<file path="src/rtl/alu16_pkg.sv">
package alu16_pkg;

    localparam int DATA_W = 16;
    localparam int OP_W   = 4;
    localparam int SUM_W  = DATA_W + 1;

    typedef logic [OP_W-1:0]   opcode_t;
    typedef logic [DATA_W-1:0] word_t;

    localparam opcode_t OPC_ADD  = 4'b0000;
    localparam opcode_t OPC_SUB  = 4'b0001;
    localparam opcode_t OPC_EQ   = 4'b0010;
    localparam opcode_t OPC_NE   = 4'b0011;
    localparam opcode_t OPC_XOR  = 4'b0100;
    localparam opcode_t OPC_NOR  = 4'b0101;
    localparam opcode_t OPC_OR   = 4'b0110;
    localparam opcode_t OPC_AND  = 4'b0111;
    localparam opcode_t OPC_ALTB = 4'b1000;
    localparam opcode_t OPC_BLTA = 4'b1001;
    localparam opcode_t OPC_NAND = 4'b1010;

    typedef enum logic [1:0] {
        CLS_ARITH,
        CLS_LOGIC,
        CLS_CMP,
        CLS_NONE
    } op_class_e;

    typedef struct packed {
        word_t   a;
        word_t   b;
        opcode_t op;
        logic    cin;
    } alu_req_t;

    typedef struct packed {
        word_t res;
        logic  cy;
        logic  z;
        logic  cmp;
    } alu_rsp_t;

    localparam int REQ_W = $bits(alu_req_t);
    localparam int RSP_W = $bits(alu_rsp_t);

    function automatic op_class_e classify(opcode_t op);
        case (op)
            OPC_ADD, OPC_SUB:                   return CLS_ARITH;
            OPC_XOR, OPC_NOR, OPC_OR,
            OPC_AND, OPC_NAND:                  return CLS_LOGIC;
            OPC_EQ, OPC_NE, OPC_ALTB, OPC_BLTA: return CLS_CMP;
            default:                            return CLS_NONE;
        endcase
    endfunction

    function automatic logic is_zero(word_t v);
        return v == '0;
    endfunction

endpackage

</file>
<file path="src/rtl/alu16_stage.sv">
module alu16_stage #(
    parameter int W = 8
) (
    input  logic         clk,
    input  logic         rst,
    input  logic [W-1:0] d,
    output logic [W-1:0] q
);
    always_ff @(posedge clk) begin
        if (rst) q <= '0;
        else     q <= d;
    end
endmodule

</file>
<file path="src/rtl/alu16_addsub.sv">
module alu16_addsub #(
    parameter int W = 16
) (
    input  logic [W-1:0] a,
    input  logic [W-1:0] b,
    input  logic         cin,
    input  logic         sub,
    output logic [W-1:0] sum,
    output logic         cout
);
    logic [W:0]   chain;
    logic [W-1:0] b_eff;

    assign b_eff    = sub ? ~b : b;
    assign chain[0] = sub ? 1'b1 : cin;

    for (genvar i = 0; i < W; i++) begin : g_bit
        logic p;
        assign p          = a[i] ^ b_eff[i];
        assign sum[i]     = p ^ chain[i];
        assign chain[i+1] = (a[i] & b_eff[i]) | (p & chain[i]);
    end

    assign cout = chain[W];
endmodule

</file>
<file path="src/rtl/alu16_logic.sv">
module alu16_logic
    import alu16_pkg::*;
#(
    parameter int W = DATA_W
) (
    input  logic [W-1:0] a,
    input  logic [W-1:0] b,
    input  opcode_t      op,
    output logic [W-1:0] y
);
    always_comb begin
        case (op)
            OPC_XOR:  y = a ^ b;
            OPC_NOR:  y = ~(a | b);
            OPC_OR:   y = a | b;
            OPC_AND:  y = a & b;
            OPC_NAND: y = ~(a & b);
            default:  y = '0;
        endcase
    end
endmodule

</file>
<file path="src/rtl/alu16_cmp.sv">
module alu16_cmp
    import alu16_pkg::*;
#(
    parameter int W = DATA_W
) (
    input  logic [W-1:0] a,
    input  logic [W-1:0] b,
    input  opcode_t      op,
    output logic         hit
);
    logic eq, a_lt_b, b_lt_a;

    assign eq     = (a == b);
    assign a_lt_b = (a < b);
    assign b_lt_a = (b < a);

    always_comb begin
        case (op)
            OPC_EQ:   hit = eq;
            OPC_NE:   hit = ~eq;
            OPC_ALTB: hit = a_lt_b;
            OPC_BLTA: hit = b_lt_a;
            default:  hit = 1'b0;
        endcase
    end
endmodule

</file>
<file path="src/rtl/alu16_core.sv">
module alu16_core
    import alu16_pkg::*;
(
    input  alu_req_t req,
    output alu_rsp_t rsp
);
    op_class_e   cls;
    word_t       sum, lgc;
    logic        cout, hit, add_cin;

    assign cls     = classify(req.op);
    assign add_cin = (req.op == OPC_ADD) ? req.cin : 1'b0;

    alu16_addsub #(.W(DATA_W)) u_addsub (
        .a   (req.a),
        .b   (req.b),
        .cin (add_cin),
        .sub (req.op == OPC_SUB),
        .sum (sum),
        .cout(cout)
    );

    alu16_logic #(.W(DATA_W)) u_logic (
        .a (req.a),
        .b (req.b),
        .op(req.op),
        .y (lgc)
    );

    alu16_cmp #(.W(DATA_W)) u_cmp (
        .a  (req.a),
        .b  (req.b),
        .op (req.op),
        .hit(hit)
    );

    always_comb begin
        rsp = '0;
        case (cls)
            CLS_ARITH: begin
                rsp.res = sum;
                rsp.cy  = cout;
            end
            CLS_LOGIC: rsp.res = lgc;
            CLS_CMP:   rsp.cmp = hit;
            default:   rsp = '0;
        endcase
        rsp.z = (cls != CLS_NONE) && is_zero(rsp.res);
    end
endmodule

</file>
<file path="src/rtl/alu16_top.sv">
module alu16_top
    import alu16_pkg::*;
(
    input  logic              clk,
    input  logic              rst,
    input  logic [DATA_W-1:0] op_a,
    input  logic [DATA_W-1:0] op_b,
    input  logic [OP_W-1:0]   opcode,
    input  logic              carry_in,
    output logic [DATA_W-1:0] result,
    output logic              carry_out,
    output logic              zero_flag,
    output logic              cmp_out
);
    alu_req_t          req_d, req_q;
    alu_rsp_t          rsp_d, rsp_q;
    logic [REQ_W-1:0]  req_d_v, req_q_v;
    logic [RSP_W-1:0]  rsp_d_v, rsp_q_v;

    assign req_d.a   = op_a;
    assign req_d.b   = op_b;
    assign req_d.op  = opcode;
    assign req_d.cin = carry_in;
    assign req_d_v   = req_d;

    alu16_stage #(.W(REQ_W)) u_in_stage (
        .clk(clk), .rst(rst), .d(req_d_v), .q(req_q_v)
    );
    assign req_q = alu_req_t'(req_q_v);

    alu16_core u_core (
        .req(req_q),
        .rsp(rsp_d)
    );

    assign rsp_d_v = rsp_d;

    alu16_stage #(.W(RSP_W)) u_out_stage (
        .clk(clk), .rst(rst), .d(rsp_d_v), .q(rsp_q_v)
    );
    assign rsp_q = alu_rsp_t'(rsp_q_v);

    assign result    = rsp_q.res;
    assign carry_out = rsp_q.cy;
    assign zero_flag = rsp_q.z;
    assign cmp_out   = rsp_q.cmp;

    // staged addition lands in the output register one edge later
    p_add_sum_r1: assert property (@(posedge clk) disable iff (rst)
        (req_q.op == OPC_ADD) |=> ({carry_out, result} ==
            $past({1'b0, req_q.a} + {1'b0, req_q.b} + {{DATA_W{1'b0}}, req_q.cin})));

    // subtraction reports no-borrow
    p_sub_noborrow_r2: assert property (@(posedge clk) disable iff (rst)
        (req_q.op == OPC_SUB) |=> (carry_out == $past(req_q.a >= req_q.b)));

    // compares leave the result word and carry clear
    p_cmp_word_clear_r3: assert property (@(posedge clk) disable iff (rst)
        (classify(req_q.op) == CLS_CMP) |=> (result == '0 && !carry_out));

    // bitwise operations never raise carry or compare
    p_logic_quiet_r4: assert property (@(posedge clk) disable iff (rst)
        (classify(req_q.op) == CLS_LOGIC) |=> (!carry_out && !cmp_out));

    // unused codes silence every output
    p_unused_quiet_r6: assert property (@(posedge clk) disable iff (rst)
        (classify(req_q.op) == CLS_NONE) |=>
            (result == '0 && !carry_out && !zero_flag && !cmp_out));

    // zero flag never claims a nonzero word
    p_zero_flag_r7: assert property (@(posedge clk) disable iff (rst)
        zero_flag |-> (result == '0));

    // a reset edge clears every output
    p_reset_clear_r10: assert property (@(posedge clk)
        rst |=> (result == '0 && !carry_out && !zero_flag && !cmp_out));
endmodule

</file>
<file path="config.mk">
export PLATFORM = sky130hd
export DESIGN_NAME = alu16_top
export DESIGN_NICKNAME = d
export VERILOG_FILES = /design/src/rtl/alu16_pkg.sv /design/src/rtl/alu16_stage.sv /design/src/rtl/alu16_addsub.sv /design/src/rtl/alu16_logic.sv /design/src/rtl/alu16_cmp.sv /design/src/rtl/alu16_core.sv /design/src/rtl/alu16_top.sv
export SDC_FILE = /design/constraint.sdc
export NUM_CORES = 1
export LEC_CHECK = 0
export ABC_AREA = 1
export BUFFER_PORTS_ARGS = -buffer_cell sky130_fd_sc_hd__buf_4
export CAP_MARGIN = 20
export CORE_UTILIZATION = 45
export DETAILED_ROUTE_END_ITERATION = 10
export HOLD_SLACK_MARGIN = 0.08
export MAX_ROUTING_LAYER = met4
export PLACE_DENSITY = 0.69
export SYNTH_ARGS = -nofsm -noshare
export SYNTH_HDL_FRONTEND = slang
export SYNTH_SLANG_ARGS = --single-unit
</file>
<file path="constraint.sdc">
create_clock -name clk -period 16.9 [get_ports clk]
set_clock_uncertainty 0.15 [all_clocks]
set_input_delay 0.845 -clock clk [delete_from_list [all_inputs] [get_ports clk]]
set_output_delay 0.845 -clock clk [all_outputs]
set_load 0.02 [all_outputs]
</file>
* Yosys cells after proc, flatten, opt, wreduce, memory -nomap -nowiden *
Memory sizes are Yosys's and may differ from the RTL's. A register that Yosys moved wholly into a read port is not among the register bits.
Index checks and enable logic that the tools add are counted.

operators by class
  $lt $le $gt $ge = 2
  multiplexer cells = 7
  eq/ne operators = 14
  reduce and logical (&&, ||, !) cells = 6
  bitwise operators = 89

operators by type and width
  cell                                                                    count
  16-bit one-hot mux with 5 select lines                                  1
  16-bit NOT                                                              3
  1-bit bitwise AND                                                       32
  16-bit < comparator                                                     2
  16-bit one-hot mux with 2 select lines                                  1
  1-bit bitwise XOR                                                       32
  16-bit bitwise AND                                                      1
  16-bit equality test                                                    1
  4-bit by 3-bit equality test with 1-bit output (second input constant)  4
  16-bit zero test                                                        1
  16-bit 2-to-1 mux                                                       1
  1-bit bitwise OR                                                        16
  16-bit bitwise OR                                                       1
  16-bit bitwise XOR                                                      1
  4-bit equality test (second input constant)                             3
  4-bit by 2-bit equality test with 1-bit output (second input constant)  2
  4-bit by 1-bit equality test with 1-bit output (second input constant)  1
  4-bit zero test                                                         1
  4-bit 2-to-1 mux                                                        1
  1-bit one-hot mux with 4 select lines                                   1
  2-bit OR reduction                                                      2
  1-bit NOT                                                               3
  2-bit by 1-bit equality test with 1-bit output (second input constant)  1
  2-bit equality test (second input constant)                             1
  4 further kinds                                                         5

word-level totals
  memories = 1
  ROM bits = 32
  output and inout bits = 19
  flip-flop bits (word level) = 56
  word-level logic and storage cells = 123
  input port bits = 39

memories
  name             words  width  rd ports  clocked after memory_dff  write ports  line             text
  (no name shown)  16     2      1         1                         0            alu16_pkg.sv:47  case (op)

* Logic depth before layout (Yosys ltp) *
  depth in word-level cells = 37
  depth in mapped cells = 29
  gate-level depth less buffers = 28

* By module *
Synthesis repeated with hierarchy kept, for this count alone.

second synthesis, totals
  cell total of the unflattened synthesis = 712
  area, all modules = 4653.2 µm²

modules (own cells, without submodules)
  module                      cells an instance  times used  seq. area each (µm²)  area each (µm²)
  alu16_logic                 246                1           0.0                   1331.3
  alu16_stage at u_in_stage   115                1           740.7                 1068.5
  alu16_addsub                116                1           0.0                   744.5
  alu16_stage at u_out_stage  59                 1           380.4                 549.3
  alu16_cmp                   85                 1           0.0                   518.0
  alu16_core                  91                 1           0.0                   441.7

* Least setup slack after synthesis *
Ideal clock, no wire load.

  path kind = flip-flop to flip-flop
  start = reg u_in_stage.q[2]
  end = reg u_out_stage.q[1]
  path slack = 8.747 ns
  clock period less this slack = 8.153 ns
  setup time = 0.110 ns
  stages on the path, launching flop included = 30
  data required time = 16.640 ns
  path buffers = 1
  arrival time = 7.893 ns
  cells stage by stage = dfxtp_1 -> inv_1 -> nand2_1 -> inv_1 -> nand2_1 -> buf_4 -> xor2_1 -> inv_1 -> fa_1 -> fa_1 -> fa_1 -> fa_1 -> fa_1 -> fa_1 -> fa_1 -> fa_1 -> fa_1 -> fa_1 -> fa_1 -> fa_1 -> fa_1 -> fa_1 -> fa_1 -> inv_1 -> fa_1 -> or2_2 -> nand2_1 -> nor2_1 -> nand2_1 -> nor2_1

on the way
  longest elaborated chain between the ends = 37
  elaborated cells on any way between the ends = 91
  classes of those cells = eq/ne (6); mux (5); bitwise (77); reduce/logical (3)

RTL lines
  element                                                                            line                                    text
  start, declared                                                                    alu16_stage.sv:7                        output logic [W-1:0] q
  start signal, assigned                                                             alu16_stage.sv:10                       if (rst) q <= '0;
  start signal, assigned                                                             alu16_stage.sv:11                       else q <= d;
  4-bit by 1-bit equality test with 1-bit output or 4-bit zero test (tied branches)  alu16_core.sv:18, alu16_core.sv:12
  16-bit 2-to-1 mux or 1-bit 2-to-1 mux (tied branches)                              alu16_addsub.sv:14, alu16_core.sv:12
  1-bit bitwise XOR or 1-bit 2-to-1 mux (tied branches)                              alu16_addsub.sv:19, alu16_addsub.sv:15
  1-bit bitwise AND                                                                  alu16_addsub.sv:21                      assign chain[i+1] = (a[i] & b_eff[i]) | (p & chain[i]);
  1-bit bitwise OR                                                                   alu16_addsub.sv:21
  1-bit bitwise AND                                                                  alu16_addsub.sv:21
  1-bit bitwise OR                                                                   alu16_addsub.sv:21
  1-bit bitwise AND                                                                  alu16_addsub.sv:21
  (+21 left out)                                                                     -
  1-bit bitwise AND                                                                  alu16_addsub.sv:21
  1-bit bitwise OR                                                                   alu16_addsub.sv:21
  1-bit bitwise AND                                                                  alu16_addsub.sv:21
  1-bit bitwise OR                                                                   alu16_addsub.sv:21
  1-bit bitwise XOR                                                                  alu16_addsub.sv:20                      assign sum[i] = p ^ chain[i];
  16-bit one-hot mux with 2 select lines *                                           alu16_core.sv:39                        case (cls)
  16-bit zero test *                                                                 alu16_pkg.sv:57                         return v == '0;
  1-bit logical AND *                                                                alu16_core.sv:48                        rsp.z = (cls != CLS_NONE) && is_zero(rsp.res);
  end signal, assigned                                                               alu16_stage.sv:10
  end signal, assigned                                                               alu16_stage.sv:11
  end, declared                                                                      alu16_stage.sv:7

Every way passes the cells marked *; elsewhere a longest branch is shown, timed or not.
A chain may end at the register's enable or synchronous reset.

* Worst setup path after layout *
Ends and elaborated chain as after synthesis.

==> qor_table.md <==
| Item | Value |
|:---|:---|
| Run status | finished, final reports clean |
| Input/output buffers | 57 |
| Delay of the slowest critical-path stage | 0.66 ns |
| CP endpoint kind | flop |
| Placed instance area | 0.00456 mm² |
| Clock network fraction of total power | 0.375 |
| Net Count, Synth | 674 |
| Int Pwr | 269 µW |
| CTS Buf Count | 9 |
| Min Tclk post-route | 8.85 ns |
| Synth Flop Type | sky130_fd_sc_hd__dfxtp_1 |
| Number of nets with antenna violations after routing | 0 |
| Number of nets in the finished design | 728 |
| Actual slew at the worst max-slew pin | 1.06 ns |
| Crit path launch type | flop |
| Number of cells upsized or downsized after cts | 0 |
| Routed wire length | 9450 µm |
| Worst reg2reg endpoint | u_out_stage.q[1]$_SDFF_PP0_ |
| Starting utilization of the core area | 0.466 |
| Worst setup path startpoint | u_in_stage.q[2]$_SDFF_PP0_ |
| Reg-to-Reg Start | u_in_stage.q[2]$_SDFF_PP0_ |
| Most used cell, CP | sky130_fd_sc_hd__fa_1 |
| Leakage component of the power | 2.69 nW |
| Achievable Freq | 113 MHz |
| Final core utilization | 0.545 |
| Share of synthesized registers carrying an async set or reset | 0 |
| Count of distinct cell types in the synthesized netlist | 35 |
| Fraction of layout cells with a size suffix above 1 | 0.138 |
| Buffer cell driving the clock tree root | sky130_fd_sc_hd__clkbuf_8 |
| Number of cells traversed by the worst register-to-register path | 28 |
| Placer Congestion | 0.993 |
| Placement-stage worst setup slack | 8.09 ns |
| Number of enable flip-flop cells after synthesis | 0 |
| Average wire per cell in the routed design | 12.8 µm |
| Number of synthesized register bits | 58 |
| RSZ-0062 raised after global routing | no |
| Netlist area before placement | 0.00408 mm² |
| Final routed DRC violation total | 0 |
| Reg-to-reg slack, setup | 8.05 ns |
| Aggregate global-route resource usage | 0.218 |
| Number of pins exceeding their max-slew limit in the final report | 0 |
| Hold Fails Final Rpt | 0 |
| Comb power frac | 0.229 |
| Switching Fraction | 0.305 |
| Post-Place Cells | 722 |
| Reg power frac | 0.396 |
| Overall overflow remaining after global route | 0 |
| Total I/O pin count | 58 |
| Sw Pwr | 118 µW |
| First drt pass iteration count | 5 |
| Power Dens Cells | 80.9 mW/mm² |
| Standard cell core area | 0.00876 mm² |
| Non-filler instance count after layout | 738 |
| N_diodes | 0 |
| Critical path required time | 17.00 ns |
| Number of failing setup endpoints in the final timing report | 0 |
| Critical Path AT | 8.95 ns |
| Area of the die | 0.00946 mm² |
| Maximum number of pins on one net before global-route repair | 56 |
| Total number of clock tree sinks | 58 |
| Total negative slack for setup checks | 0 ns |
| Critical path's slowest cell | sky130_fd_sc_hd__nand2_1 |
| Number of vias per cell | 4.73 |
| Die outline width | 97.3 µm |
| TritonCTS clock tree | yes |
| Max-Slew Margin vs Limit | 0.291 |
| Detailed-route via count | 3,492 |
| Area grow syn2layout | 17.0% |
| Synthesized area per cell | 7.15 µm² |
| Commonest cells after routing, fill and taps aside | 126 x sky130_fd_sc_hd__inv_1, 113 x sky130_fd_sc_hd__nand2_1, 89 x sky130_fd_sc_hd__nor2_1 |
| Clock input transition at the sequential cells of the worst setup and hold paths | 0.07 ns |
| Post-route fraction of the period consumed by the critical path | 0.524 |
| Critical path peak fanout | 17 |
| Total number of H-tree levels | 3 |
| Max-Cap Viols | 0 |
| Source-to-sink clock delay at the later pin of the worst-skew pair | 0.35 ns |
| Number of setup buffers added after CTS | 0 |
| Hold crit path type | reg2reg |
| Fillcell total | 841 |
| Number of cells produced by synthesis | 571 |
| Number of warnings reported in the yosys synthesis log | 0 |
| Initial antenna violation count | 0 |
| IR drop worst, VDD | 37.0 µV |
| Global-route wire length before repair | 15,700 µm |
| Most common cell after layout, fill and taps aside | sky130_fd_sc_hd__inv_1 |
| Worst-case setup margin in the final layout | 8.05 ns |
| Start-to-end type of the worst setup path | reg2reg |
| Max Root-Sink Buffers | 2 |
| Vias in the first global route | 3,400 |
| Fraction of the yosys area taken by sequential cells | 0.284 |
| Iteration-0 DRC count of the detailed router | 230 |
| Total of hold buffers inserted after clock tree synthesis | 0 |
| Final standard cell area without fillers | 0.00478 mm² |
| Placement Rows | 34 |
| Die Ht | 97.3 µm |
| HPWL after detailed placement | 7070 µm |
| Critical path endpoint | u_out_stage.q[1]$_SDFF_PP0_ |
-- critical path: cells and delay by family, from the launching register on --
kind / cells / cell delay [ns]
adders and majority gates: 16 / 6.41
xor gates and xnor gates: 1 / 0.20
and+or+nand+nor: 7 / 1.31
buffers and inverters: 4 / 0.31
DFF: 1 / 0.39
-- cell usage after synthesis, drive strengths merged (2+ instances only) --
| library cell | count | area share |
|---|---|---|
| xor2 | 16 | 0.034 |
| nand2 | 116 | 0.11 |
| ha | 48 | 0.15 |
| fa | 16 | 0.078 |
| buf | 7 | 0.016 |
| clkbuf | 8 | 0.0074 |
| nand3 | 26 | 0.032 |
| a21oi | 14 | 0.018 |
| a21boi | 9 | 0.017 |
| nor2 | 92 | 0.088 |
| o21ai | 20 | 0.025 |
| dfxtp | 58 | 0.28 |
| nand3b | 3 | 0.0086 |
| or2 | 2 | 0.0031 |
| inv | 128 | 0.12 |
-- how the worst min path moves through the flow --
stage | from | endpoint | slack [ns] | cells after the start
after CTS | u_core.cls[1]$_DFF_P_ | u_out_stage.q[0]$_SDFF_PP0_ | 0.35 | 2
after detailed placement | u_core.cls[1]$_DFF_P_ | u_out_stage.q[0]$_SDFF_PP0_ | 0.34 | 2
after floorplan | u_core.cls[1]$_DFF_P_ | u_out_stage.q[0]$_SDFF_PP0_ | 0.32 | 2
final | u_core.cls[1]$_DFF_P_ | u_out_stage.q[0]$_SDFF_PP0_ | 0.36 | 2
after global routing | u_core.cls[1]$_DFF_P_ | u_out_stage.q[0]$_SDFF_PP0_ | 0.38 | 2
after global placement | u_core.cls[1]$_DFF_P_ | u_out_stage.q[0]$_SDFF_PP0_ | 0.35 | 2
-- stage by stage --
step                      power [mW]  hold slack (ns)
after floorplan                0.214            0.317
after global placement         0.242            0.351
after detailed placement       0.244            0.341
after CTS                      0.389            0.352
after global routing           0.408            0.376
final                          0.387            0.356
-- final cells by class --
type | instances | area, µm² | area share
clock inverters | 5 | 77.6 | 0.0162
flip-flops and latches | 58 | 1160 | 0.243
multi-input cells | 369 | 2340 | 0.490
inverters | 129 | 484 | 0.101
well taps | 108 | 135 | 0.0283
repair buffers | 58 | 435 | 0.0911
clock buffers | 11 | 141 | 0.0296
-- power by group through the flow --
| stage | registers (mW) | clock network (mW) | logic [mW] |
|---|---|---|---|
| floorplan | 0.160 | 0 | 0.0542 |
| global route | 0.154 | 0.154 | 0.100 |
| global placement | 0.156 | 0 | 0.0855 |
| detailed placement | 0.156 | 0 | 0.0875 |
| finish | 0.153 | 0.145 | 0.0884 |
| CTS | 0.153 | 0.147 | 0.0882 |
-- registers in the layout, indices dropped and copies added, names as in the netlist --
register,cells
u_in_stage.q,37
u_out_stage.q,19
u_core.cls,2
-- cell families after synthesis --
| group | share of synthesized area |
|---|---|
| compound gates | 0.0674 |
| buf+inv | 0.142 |
| simple gates | 0.247 |
| xor+xnor | 0.0343 |
| flops | 0.284 |
| fa+ha+maj | 0.225 |
-- per-layer routing --
layer,GRT usage,share of wire,routed length (µm),vias to the layer above
met2,0.340,0.45,4230,128
met4,0.0803,0.018,170,0
met3,0.0403,0.065,618,19
met1,0.283,0.47,4430,1549
li1,-,-,-,1796
met5,-,0,0,-
Power figures use the tool's default switching activity.
